File: config.mk
export PLATFORM = sky130hd
export DESIGN_NAME = commit_order_arbiter
export DESIGN_NICKNAME = d
export VERILOG_FILES = /design/src/rtl/coa_pkg.sv /design/src/rtl/coa_rotate_pick.sv /design/src/rtl/coa_ptr_inc.sv /design/src/rtl/coa_id_decode.sv /design/src/rtl/commit_order_arbiter.sv
export SDC_FILE = /design/constraint.sdc
export NUM_CORES = 1
export LEC_CHECK = 0
export ABC_AREA = 0
export BUFFER_PORTS_ARGS = -buffer_cell sky130_fd_sc_hd__clkbuf_2
export CORE_MARGIN = 2
export CORE_UTILIZATION = 60
export DETAILED_ROUTE_END_ITERATION = 8
export GPL_TIMING_DRIVEN = 0
export PLACE_DENSITY = 0.79
export SKIP_CTS_REPAIR_TIMING = 1
export SKIP_LAST_GASP = 1
export SYNTH_ARGS = -nofsm -noshare
export SYNTH_HDL_FRONTEND = slang
export SYNTH_HIERARCHICAL = 1
export SYNTH_SLANG_ARGS = --single-unit
export TNS_END_PERCENT = 100
File: constraint.sdc
create_clock -name clk -period 7.35 [get_ports clk]
set_input_delay 0.3675 -clock clk [delete_from_list [all_inputs] [get_ports clk]]
set_output_delay 0.3675 -clock clk [all_outputs]
set_load 0.05 [all_outputs]
File: src/rtl/coa_pkg.sv
package coa_pkg;

    typedef enum logic [1:0] {
        MODE_FREE       = 2'b00,
        MODE_TURN_REC   = 2'b01,
        MODE_LOG_REPLAY = 2'b10,
        MODE_TURN_PLAY  = 2'b11
    } coa_mode_e;

endpackage

File: src/rtl/coa_rotate_pick.sv
module coa_rotate_pick #(
    parameter int N_CORES = 6,
    parameter int ID_W    = 3
) (
    input  logic [N_CORES-1:0] elig,
    input  logic [ID_W-1:0]    start,
    output logic               found,
    output logic [ID_W-1:0]    win
);
    // Search downward so the last hit is the one nearest the start point.
    always_comb begin
        found = 1'b0;
        win   = '0;
        for (int k = N_CORES - 1; k >= 0; k--) begin
            int idx;
            idx = (int'(start) + k) % N_CORES;
            if (elig[idx]) begin
                found = 1'b1;
                win   = ID_W'(idx);
            end
        end
    end
endmodule

File: src/rtl/coa_ptr_inc.sv
module coa_ptr_inc #(
    parameter int N_CORES = 6,
    parameter int ID_W    = 3
) (
    input  logic [ID_W-1:0] cur,
    output logic [ID_W-1:0] nxt
);
    assign nxt = (cur == ID_W'(N_CORES - 1)) ? '0 : cur + 1'b1;
endmodule

File: src/rtl/coa_id_decode.sv
module coa_id_decode #(
    parameter int N_CORES = 6,
    parameter int ID_W    = 3
) (
    input  logic [ID_W-1:0]    id,
    output logic [N_CORES-1:0] oh
);
    for (genvar g = 0; g < N_CORES; g++) begin : g_bit
        assign oh[g] = (id == ID_W'(g));
    end
endmodule

File: src/rtl/commit_order_arbiter.sv
module commit_order_arbiter
    import coa_pkg::*;
#(
    parameter int N_CORES = 6,
    parameter int ID_W    = (N_CORES > 1) ? $clog2(N_CORES) : 1
) (
    input  logic               clk,
    input  logic               rst_n,
    input  logic [1:0]         mode,
    input  logic [N_CORES-1:0] req,
    output logic [N_CORES-1:0] gnt,
    output logic               log_wr_valid,
    output logic [ID_W-1:0]    log_wr_id,
    input  logic               log_rd_valid,
    input  logic [ID_W-1:0]    log_rd_id,
    output logic               log_rd_ready,
    output logic               replay_bad_id
);
    localparam logic [ID_W:0] CORE_LIMIT = (ID_W + 1)'(N_CORES);

    typedef struct packed {
        coa_mode_e          mode;
        logic [ID_W-1:0]    ptr;
        logic               hold_v;
        logic [ID_W-1:0]    hold_id;
        logic [N_CORES-1:0] gnt;
        logic               wr_v;
        logic [ID_W-1:0]    wr_id;
        logic               err;
    } arb_state_t;

    arb_state_t s_q, s_d;

    logic [N_CORES-1:0] elig;
    logic               pick_found;
    logic [ID_W-1:0]    pick_win;
    logic [ID_W-1:0]    ptr_next;
    logic [ID_W-1:0]    win_next;
    logic [N_CORES-1:0] ptr_oh;
    logic [N_CORES-1:0] hold_oh;
    logic [N_CORES-1:0] win_oh;
    logic               mode_chg;
    logic               rd_ready;
    logic               rd_in_range;

    assign elig        = req & ~s_q.gnt;
    assign mode_chg    = (mode != s_q.mode);
    assign rd_in_range = ({1'b0, log_rd_id} < CORE_LIMIT);
    assign rd_ready    = (s_q.mode == MODE_LOG_REPLAY) && !mode_chg && !s_q.hold_v;

    coa_rotate_pick #(.N_CORES(N_CORES), .ID_W(ID_W)) u_pick (
        .elig  (elig),
        .start (s_q.ptr),
        .found (pick_found),
        .win   (pick_win)
    );

    coa_ptr_inc #(.N_CORES(N_CORES), .ID_W(ID_W)) u_inc_ptr (
        .cur (s_q.ptr),
        .nxt (ptr_next)
    );

    coa_ptr_inc #(.N_CORES(N_CORES), .ID_W(ID_W)) u_inc_win (
        .cur (pick_win),
        .nxt (win_next)
    );

    coa_id_decode #(.N_CORES(N_CORES), .ID_W(ID_W)) u_dec_ptr (
        .id (s_q.ptr),
        .oh (ptr_oh)
    );

    coa_id_decode #(.N_CORES(N_CORES), .ID_W(ID_W)) u_dec_hold (
        .id (s_q.hold_id),
        .oh (hold_oh)
    );

    coa_id_decode #(.N_CORES(N_CORES), .ID_W(ID_W)) u_dec_win (
        .id (pick_win),
        .oh (win_oh)
    );

    always_comb begin
        s_d       = s_q;
        s_d.gnt   = '0;
        s_d.wr_v  = 1'b0;
        s_d.wr_id = '0;
        if (mode_chg) begin
            s_d.mode   = coa_mode_e'(mode);
            s_d.ptr    = '0;
            s_d.hold_v = 1'b0;
        end else begin
            unique case (s_q.mode)
                MODE_FREE: begin
                    if (pick_found) begin
                        s_d.gnt   = win_oh;
                        s_d.wr_v  = 1'b1;
                        s_d.wr_id = pick_win;
                        s_d.ptr   = win_next;
                    end
                end
                MODE_TURN_REC, MODE_TURN_PLAY: begin
                    if (|(ptr_oh & elig)) begin
                        s_d.gnt = ptr_oh;
                        s_d.ptr = ptr_next;
                    end
                end
                MODE_LOG_REPLAY: begin
                    if (s_q.hold_v && |(hold_oh & elig)) begin
                        s_d.gnt    = hold_oh;
                        s_d.hold_v = 1'b0;
                    end else if (rd_ready && log_rd_valid) begin
                        if (rd_in_range) begin
                            s_d.hold_v  = 1'b1;
                            s_d.hold_id = log_rd_id;
                        end else begin
                            s_d.err = 1'b1;
                        end
                    end
                end
                default: ;
            endcase
        end
    end

    always_ff @(posedge clk or negedge rst_n) begin
        if (!rst_n) begin
            s_q         <= '0;
            s_q.mode    <= MODE_FREE;
        end else begin
            s_q <= s_d;
        end
    end

    assign gnt           = s_q.gnt;
    assign log_wr_valid  = s_q.wr_v;
    assign log_wr_id     = s_q.wr_id;
    assign log_rd_ready  = rd_ready;
    assign replay_bad_id = s_q.err;

endmodule

==> flow_summary_export.csv, run 1 <==
group,metric,value,unit
place,post-place-ws,1.63,ns
cells_and_area,syn2layout_area_growth,9.68,%
critical_path,reg2reg_depth,18,
synth,synth_seq_cells,20,
critical_path,worst_setup_path_end_kind,"flip-flop",
critical_path,r2r_end,"gnt[5]$_DFF_PN0_",
sta,finalMaxSlewViolations,0,
cells_and_area,multiInputGateArea,1810,sq um
die,rows,23,
clock_tree,path_clk_slew,0.07,ns
cells_and_area,layout.nets,359,
synth,yosys_warnings,6,
critical_path,cp_cell_sequence,"buf_2 > buf_2 > inv_1 > ha_1 > xnor2_2 > ha_1 > nor2b_1 > a211oi_1 > a31o_2 > a2111oi_1 > a21o_1 > a211oi_1 > o22ai_1 > and3b_2 > a21oi_1 > nor2_1 > a21oi_1 > a2111oi_0",
sta,setup-violations-final,0,
clock_tree,cts_sinks,20,
pwr,power,579,uW
place,io_buffer_count,25,
die,die_h,68.6,um
global_routing,overflow,0,
critical_path,critical_path.top_delay_family,"compound AO/OA/AOI/OAI gates",
synth,ys_seq_area_frac,0.200,
drt,num_vias,2371,
die,core-area,4000,sq um
synth,synth_area_leaders,"dfrtp_1 20%, ha_1 7.0%, mux2i_1 5.2%, a21oi_1 5.0%, nor2_1 3.4%",
sta,fin_crit_sh,0.798,
clock_tree,clock_path_buffers,2,
job,cap_violations,0,
sta,finClkSkew,0.00496,ns
place,dp_hpwl,4640,um
die,die_area,4710,sq um
critical_path,r2r-start,"s_q[15]$_DFFE_PN0P_",
critical_path,worst-setup-path-type,"reg -> reg",
critical_path,worstPathArrival,5.96,ns
global_routing,grt_pass1_wl,9690,um
clock_tree,cts.htree.levels,1,
global_routing,grt_pass1_vias,2169,
cells_and_area,final_core_util,0.688,
sta,final-hold-violation-count,0,
synth,postSynthCellCount,301,
synth,synth_area,2510,sq um
drt,drc_errors,0,
synth,synthFlopType,"dfrtp_1",
place,gp_congestion,0.909,
critical_path,startpoint_type,"flip-flop",
synth,syn_avg_cell_area,8.33,sq um
run_status,outcome,"finished, final reports clean",
drt,drt-initial-drc-count,100,
drt,dr.pass1.iters,4,
die,die_w,68.6,um
pwr,ir_drop,0.162,mV
global_routing,track_usage,0.268,
synth,synth-edff-count,0,
critical_path,cp_slowest_cell,"o22ai_1",
critical_path,path_depth,18,
critical_path,critPathMaxStageDelay,0.75,ns
sta,fin_crit,5.87,ns
sta,setup_tns,0,ns
cells_and_area,drive_gt1_frac,0.218,
critical_path,r2r_slack,1.48,ns
synth,yosys.cell_types.count,62,
clock_tree,insertion_delay,0.26,ns
clock_tree,cts_made_buffers,3,
synth,synth_top_area_frac,0.200,
synth,yosysTopAreaCell,"dfrtp_1",
cells_and_area,seqCellArea,500,sq um
drt,routed_wirelength,5960,um
cells_and_area,diodes,0,
sta,fmaxAchievable,170,MHz
synth,synthesis.nets,329,
cells_and_area,fill_cells,335,
worst_hold_path,hp-class,"in -> async",
global_routing,grt_max_degree,21,
critical_path,crit_path_max_fanout,15,
sta,setup_ws,1.48,ns
clock_tree,cts_tree,"done",
drt,vias_per_cell,6.24,
sta,worst_pin_slew,1.25,ns
synth,async_reset_ff_frac,1.00,
die,initial_core_util,0.627,
clock_tree,root_buffer,"clkbuf_8",
critical_path,worst-path-buf-inv,3,
pwr,p_leak,1.23,nW
sta,maxSlewHeadroom,0.169,
global_routing,antenna_found_initial,0,
die,pin_count,26,
pwr,p_per_area,211,nW/um^2
drt,wl_per_cell,15.7,um
critical_path,required,7.45,ns
sta,rsz0062_at_grt,"no",
drt,drtAntennaViolNets,0,
==> logic make-up after synthesis <==
logic type,after synthesis,synth area share
AOI/OAI and AO/OA,89,0.254
xor gates and xnor gates,6,0.0314
adders and majority gates,14,0.0699
buffers and inverters,38,0.0773
DFF,20,0.200
muxes,23,0.104
and+or+nand+nor,111,0.263
==> area by class of cell <==
cell class	count	area share
timing repair buffer	25	0.0455
multi-input combinational	243	0.659
sequential	20	0.182
clock buffer	4	0.0200
inverter	16	0.0227
buffer	22	0.0478
tap	50	0.0227
==> worst reg2reg max path, cell delays in order (launching register included) <==
cell and delay (ns):
dfrtp_1 0.66, buf_2 0.28, buf_2 0.28, inv_1 0.16
ha_1 0.27, xnor2_2 0.33, ha_1 0.31, nor2b_1 0.26
a211oi_1 0.18, a31o_2 0.25, a2111oi_1 0.70, a21o_1 0.16
a211oi_1 0.05, o22ai_1 0.75, and3b_2 0.33, a21oi_1 0.06
nor2_1 0.10, a21oi_1 0.05, a2111oi_0 0.53
==> per-stage QoR <==
stage / hold WS [ns] / area (sq um) / instances
finish: 0.0589 / 2750 / 380
global route: 0.105 / 2750 / 380
CTS: 0.0707 / 2750 / 380
detailed placement: 0.352 / 2700 / 376
global placement: 0.344 / 2700 / 376
floorplan: 0.0719 / 2510 / 301
==> sequential cells by signal, summed over array words and instances, names as in the netlist <==
name           count
gnt                6
log_wr_id          3
log_wr_valid       1
replay_bad_id      1
s_q                9
==> per-layer routing <==
| metal | global-route usage | vias up | wire [um] |
|---|---|---|---|
| met3 | 0.0195 | 12 | 140 |
| met2 | 0.496 | 57 | 3090 |
| li1 | - | 1185 | - |
| met5 | 0 | - | 0 |
| met1 | 0.316 | 1117 | 2610 |
| met4 | 0.115 | 0 | 119 |
==> where the power goes <==
part,switching (mW),leakage [nW],total (mW),internal (mW)
Sequential,0.0198,0.266,0.140,0.120
Combinational,0.209,0.933,0.356,0.147
Clock,0.0354,0.0288,0.0831,0.0477
Total,0.264,1.23,0.579,0.315
==> placed cells by master (no fill, tap or decap), types with 8 or more instances in the layout <==
| master | count |
|---|---|
| clkbuf_2 | 25 |
| buf_4 | 9 |
| dfrtp_1 | 20 |
| nand2_1 | 14 |
| nor3b_1 | 11 |
| nor2b_1 | 8 |
| mux2i_1 | 13 |
| nor2_1 | 23 |
| o21ai_0 | 9 |
| a21oi_1 | 25 |
| nand3_1 | 8 |
| nand3b_1 | 8 |
| nand2b_1 | 8 |
| ha_1 | 14 |
| inv_1 | 14 |
==> Yosys cell counts (all sizes together) (3+ instances only) <==
cell / number
xnor2: 5
nor2b: 9
clkbuf: 6
a221oi: 6
nand3: 8
a21oi: 26
and3: 3
mux2: 9
a2111oi: 8
o31ai: 4
and2: 4
nor2: 23
inv: 15
buf: 16
a211oi: 5
dfrtp: 20
nor3: 6
o211ai: 7
a211o: 4
and3b: 8
mux2i: 13
nand2b: 8
ha: 14
o21ai: 10
nor3b: 11
nand3b: 8
nand2: 14
==> worst max-delay path by stage <==
stage	start	end	slack, ns
detailed placement	s_q[15]$_DFFE_PN0P_	gnt[1]$_DFF_PN0_	1.63
global route	s_q[15]$_DFFE_PN0P_	gnt[5]$_DFF_PN0_	1.06
floorplan	s_q[15]$_DFFE_PN0P_	gnt[5]$_DFF_PN0_	2.74
CTS	s_q[15]$_DFFE_PN0P_	gnt[1]$_DFF_PN0_	1.61
global placement	s_q[15]$_DFFE_PN0P_	gnt[5]$_DFF_PN0_	1.68
finish	s_q[15]$_DFFE_PN0P_	gnt[5]$_DFF_PN0_	1.48
No activity file was read; power rests on OpenSTA's default activity.
==> run 2, diff against run 1 <==
==> constraint.sdc (replaced) <==
create_clock -name clk -period 6.2 [get_ports clk]
set_input_delay 0.31 -clock clk [delete_from_list [all_inputs] [get_ports clk]]
set_output_delay 0.31 -clock clk [all_outputs]
set_load 0.05 [all_outputs]
==> run 2 against run 1 <==
Net effect:
- final cell count stayed put
- flip-flop and latch count stayed put
- worst setup slack worse by 1.0 ns
- critical path depth stayed put
- worst hold slack worse by 0.057 ns
- sequential share of layout area hardly changed
==> flow_summary_export.csv, run 2 (same netlist as run 1, synthesis figures left out) <==
group,metric,value,unit
clock_tree,cts_sinks,20,
place,gp_congestion,0.909,
drt,num_vias,2373,
global_routing,antenna_found_initial,0,
global_routing,grt_pass1_wl,9690,um
critical_path,crit_path_max_fanout,15,
run_status,outcome,"finished, final reports clean",
cells_and_area,top_register,"s_q",
drt,routed_wirelength,5970,um
place,place_inst,376,
sta,setup-violations-final,0,
pwr,power.switching,316,uW
die,die_area,4710,sq um
pwr,internal_power,375,uW
global_routing,overflow,0,
critical_path,startpoint_type,"flip-flop",
cells_and_area,final_core_util,0.689,
cells_and_area,fin_cells,380,
sta,fin_crit_sh,0.927,
place,dp_hpwl,4640,um
die,core-area,4000,sq um
place,io_buffer_count,25,
critical_path,worstPathArrival,5.84,ns
drt,vias_per_cell,6.24,
clock_tree,root_buffer,"clkbuf_8",
die,rows,23,
cells_and_area,syn2layout_area_growth,9.93,%
sta,rsz0062_at_grt,"no",
drt,drt-initial-drc-count,127,
sta,fin_crit,5.74,ns
die,pin_count,26,
sta,setup_tns,0,ns
sta,fmaxAchievable,174,MHz
sta,worst_pin_slew,1.27,ns
pwr,p_per_area,251,nW/um^2
drt,drc_errors,0,
worst_hold_path,hp-class,"in -> async",
place,post-place-ws,0.480,ns
critical_path,cp_slowest_cell,"a221oi_1",
pwr,p_leak,1.23,nW
critical_path,critPathMaxStageDelay,1.04,ns
drt,wl_per_cell,15.7,um
clock_tree,cts.htree.levels,1,
global_routing,grt_max_degree,21,
global_routing,grt_pass1_vias,2169,
cells_and_area,layout_common_cells,"25 x a21oi_1, 25 x clkbuf_2, 23 x nor2_1",
cells_and_area,layout.nets,359,
die,die_w,68.6,um
clock_tree,cts_made_buffers,3,
sta,finalMaxSlewViolations,0,
pwr,seqPwrFrac,0.240,
clock_tree,clock_path_buffers,2,
critical_path,worst_setup_path_end_kind,"flip-flop",
sta,finClkSkew,0.00486,ns
critical_path,worst-setup-path-type,"reg -> reg",
cells_and_area,largest_reg_flops,9,
clock_tree,path_clk_slew,0.07,ns
pwr,swShare,0.458,
drt,dr.pass1.iters,4,
critical_path,worst-path-buf-inv,3,
sta,final-hold-violation-count,0,
cells_and_area,drive_gt1_frac,0.221,
critical_path,critical_path.top_delay_family,"compound AO/OA/AOI/OAI gates",
job,cap_violations,0,
clock_tree,insertion_delay,0.26,ns
sta,maxSlewHeadroom,0.151,
pwr,pwr-share-clk,0.143,
cells_and_area,diodes,0,
global_routing,track_usage,0.268,
clock_tree,cts_tree,"done",
sta,setup_ws,0.455,ns
pwr,ir_drop,0.192,mV
die,die_h,68.6,um
critical_path,required,6.30,ns
drt,drtAntennaViolNets,0,
critical_path,cp_cell_sequence,"buf_2 > buf_2 > inv_1 > ha_1 > xnor2_2 > ha_1 > nor2b_1 > a211oi_1 > a31o_2 > a2111oi_1 > a31o_2 > a211o_1 > a221oi_1 > and3b_2 > a21oi_1 > nor2_1 > a21oi_1 > a2111oi_0",
pwr,combPwrFrac,0.617,
pwr,power,691,uW
die,initial_core_util,0.627,
## run 2: cell counts in the layout (fill, tap and decap cells not counted)
No cell type changed its count.
## run 2: final timing paths
check                                          start                        end  slack [ns]  cells past startpoint
max                              s_q[15]$_DFFE_PN0P_           gnt[5]$_DFF_PN0_        0.46                     18
min                                            rst_n           gnt[4]$_DFF_PN0_       0.001                      1
max reg2reg                      s_q[15]$_DFFE_PN0P_           gnt[5]$_DFF_PN0_        0.46                     18
min reg2reg                replay_bad_id$_DFFE_PN0P_  replay_bad_id$_DFFE_PN0P_        0.48                      1
max in group asynchronous                      rst_n        s_q[18]$_DFFE_PN0P_        5.86                      1
min in group clk                             mode[1]        s_q[19]$_DFFE_PN0P_        0.28                      2
## run 2: area by class of cell
| cell class | instances | area [sq um] |
|---|---|---|
| buffer | 22 | 131 |
| clock buffer | 4 | 55.1 |
| fill | 336 | 1240 |
| inverter | 16 | 62.6 |
| multi-input combinational | 243 | 1820 |
| sequential | 20 | 500 |
| tap | 50 | 62.6 |
| timing repair buffer | 25 | 125 |
## run 2: worst register-to-register path: cells and delay by family, from the launching register on
kind                       cells  cell delay (ns)
AOI/OAI and AO/OA              9             2.89
buffers and inverters          3             0.73
DFF                            1             0.66
adders and majority gates      2             0.61
and+or+nand+nor                3             0.50
xor gates and xnor gates       1             0.21
## run 2: power by group through the flow
stage | combinational (mW) | clock, mW | sequential, mW
2_1_floorplan | 0.326 | 0 | 0.167
3_3_place_gp | 0.409 | 0 | 0.166
3_5_place_dp | 0.415 | 0 | 0.167
4_1_cts | 0.417 | 0.0993 | 0.165
5_1_grt | 0.465 | 0.105 | 0.168
6_report | 0.426 | 0.0984 | 0.166
## run 2: routing by layer
metal,up-vias,share of wire,track usage
li1,1186,-,-
met1,1108,0.43,0.316
met2,63,0.51,0.496
met3,16,0.027,0.0195
met4,0,0.027,0.115
met5,-,0,0
## run 2: metrics by stage
stage	hold WS, ns	area (sq um)
after floorplan	0.0144	2510
after global placement	0.287	2700
after detailed placement	0.295	2700
after CTS	0.0132	2750
after global routing	0.0478	2760
final	0.00149	2760
==> run 3, diff against run 2 <==
--- a/config.mk
+++ b/config.mk
@@ -12,6 +12,8 @@
 export DETAILED_ROUTE_END_ITERATION = 8
 export GPL_TIMING_DRIVEN = 0
 export PLACE_DENSITY = 0.79
+export RECOVER_POWER = 100
+export REMOVE_ABC_BUFFERS = 1
 export SKIP_CTS_REPAIR_TIMING = 1
 export SKIP_LAST_GASP = 1
 export SYNTH_ARGS = -nofsm -noshare
==> run 3 against run 2 <==
Net effect:
- clock skew is 0.0044 ns higher
- cell area is 5.2% lower
- non-clock buffer count is 22 lower
- worst hold slack better by 0.21 ns
- routed wire length is 2.5% higher
- combinational power is 4% lower
- die area stayed put
- critical endpoint unchanged
==> flow_summary_export.csv, run 3 (same netlist as run 1, synthesis figures left out) <==
group,metric,value,unit
run_status,outcome,"finished, final reports clean",
cells_and_area,layout.nets,337,
cells_and_area,layout_common_cells,"24 x a21oi_1, 23 x nor2_1, 19 x dfrtp_1",
cells_and_area,drive_gt1_frac,0.143,
sta,finClkSkew,0.00922,ns
die,rows,23,
drt,drt-initial-drc-count,135,
pwr,p_leak,1.08,nW
global_routing,overflow,0,
critical_path,worst-setup-path-type,"reg -> reg",
clock_tree,cts.htree.levels,1,
cells_and_area,syn2layout_area_growth,4.24,%
sta,fin_crit,5.46,ns
sta,maxSlewHeadroom,0.267,
critical_path,cp_common_cell,"a21oi_1",
global_routing,grt_pass1_wl,9610,um
die,pin_count,26,
clock_tree,path_clk_slew,0.08,ns
critical_path,cp-startpoint,"s_q[16]$_DFFE_PN0P_",
worst_hold_path,hp-class,"in -> reg",
clock_tree,cts_tree,"done",
critical_path,worstSetupEndpoint,"gnt[5]$_DFF_PN0_",
cells_and_area,top_register,"s_q",
critical_path,required,6.32,ns
critical_path,startpoint_type,"flip-flop",
pwr,ir_drop,0.177,mV
cells_and_area,diodes,0,
drt,wl_per_cell,17.1,um
die,die_area,4710,sq um
cells_and_area,final_common_cell,"a21oi_1",
cells_and_area,largest_reg_flops,9,
critical_path,reg2reg_depth,17,
clock_tree,root_buffer,"clkbuf_8",
global_routing,antenna_found_initial,0,
critical_path,r2r_end,"gnt[5]$_DFF_PN0_",
die,die_w,68.6,um
sta,fin_crit_sh,0.881,
clock_tree,cts_made_buffers,3,
clock_tree,insertion_delay,0.26,ns
global_routing,grt_max_degree,30,
sta,fmaxAchievable,183,MHz
drt,drtAntennaViolNets,0,
sta,finalMaxSlewViolations,0,
cells_and_area,fill_cells,357,
die,die_h,68.6,um
drt,drc_errors,0,
global_routing,track_usage,0.266,
job,cap_violations,0,
sta,setup_tns,0,ns
critical_path,worst_setup_path_end_kind,"flip-flop",
sta,worst_pin_slew,1.10,ns
sta,setup-violations-final,0,
global_routing,grt_pass1_vias,2116,
pwr,power,686,uW
critical_path,worstPathArrival,5.58,ns
drt,vias_per_cell,6.59,
critical_path,critPathMaxStageDelay,0.75,ns
place,io_buffer_count,25,
place,dp_hpwl,4410,um
drt,num_vias,2361,
place,gp_congestion,0.879,
critical_path,r2r-start,"s_q[16]$_DFFE_PN0P_",
clock_tree,clock_path_buffers,2,
drt,dr.pass1.iters,6,
clock_tree,cts_sinks,20,
sta,final-hold-violation-count,0,
cells_and_area,final_core_util,0.653,
critical_path,crit_path_max_fanout,19,
sta,rsz0062_at_grt,"no",
die,core-area,4000,sq um
critical_path,r2r_slack,0.74,ns
drt,routed_wirelength,6120,um
die,initial_core_util,0.627,
critical_path,cp_slowest_cell,"dfrtp_1",
pwr,p_per_area,262,nW/um^2
critical_path,cp_cell_sequence,"inv_1 > ha_1 > a21oi_1 > inv_1 > ha_1 > nor2b_1 > a211oi_1 > a31o_2 > a2111oi_1 > a21o_1 > a211oi_1 > o22ai_2 > and3b_2 > a21oi_1 > nor2_1 > a21oi_1 > a2111oi_0",
## run 3: routing by layer
metal / track usage / vias to the layer above / part of all wire
li1: - / 1133 / -
met1: 0.331 / 1105 / 0.42
met2: 0.477 / 109 / 0.51
met3: 0.0244 / 14 / 0.056
met4: 0.0900 / 0 / 0.014
met5: 0 / - / 0
## run 3: metrics by stage
step / instances / cell area, sq um / hold WS [ns] / worst slack (ns)
floorplan: 279 / 2380 / 0.0144 / 1.59
global placement: 354 / 2560 / 0.297 / 0.447
global route: 358 / 2610 / 0.208 / 0.174
finish: 358 / 2610 / 0.213 / 0.735
CTS: 358 / 2620 / 0.0206 / 0.360
detailed placement: 354 / 2560 / 0.305 / 0.418
## run 3: power by group
group	internal, mW	switching (mW)
combinational	0.163	0.248
clock	0.0565	0.0437
sequential	0.143	0.0323
total	0.362	0.324
## run 3: how the worst min path moves through the flow
stage	endpoint	start	slack, ns	cells past startpoint
6_report	s_q[18]$_DFFE_PN0P_	mode[0]	0.21	1
5_1_grt	s_q[18]$_DFFE_PN0P_	mode[0]	0.21	1
4_1_cts	gnt[5]$_DFF_PN0_	rst_n	0.02	1
3_5_place_dp	gnt[1]$_DFF_PN0_	rst_n	0.31	1
3_3_place_gp	gnt[1]$_DFF_PN0_	rst_n	0.30	1
2_1_floorplan	gnt[0]$_DFF_PN0_	rst_n	0.01	0
## run 3: critical path: cells and delay by family, from the launching register on
family / cells / cell delay [ns]
compound gates: 10 / 2.82
fa+ha+maj: 2 / 0.65
buf+inv: 2 / 0.44
flops: 1 / 0.75
simple gates: 3 / 0.65
## run 3: area by class of cell
| cell class | instances | area [sq um] | area share |
|---|---|---|---|
| inverters | 16 | 62.6 | 0.0239 |
| clock buffers | 4 | 55.1 | 0.0211 |
| flip-flops and latches | 20 | 502 | 0.192 |
| repair buffers | 25 | 106 | 0.0407 |
| well taps | 50 | 62.6 | 0.0239 |
| multi-input cells | 243 | 1830 | 0.698 |
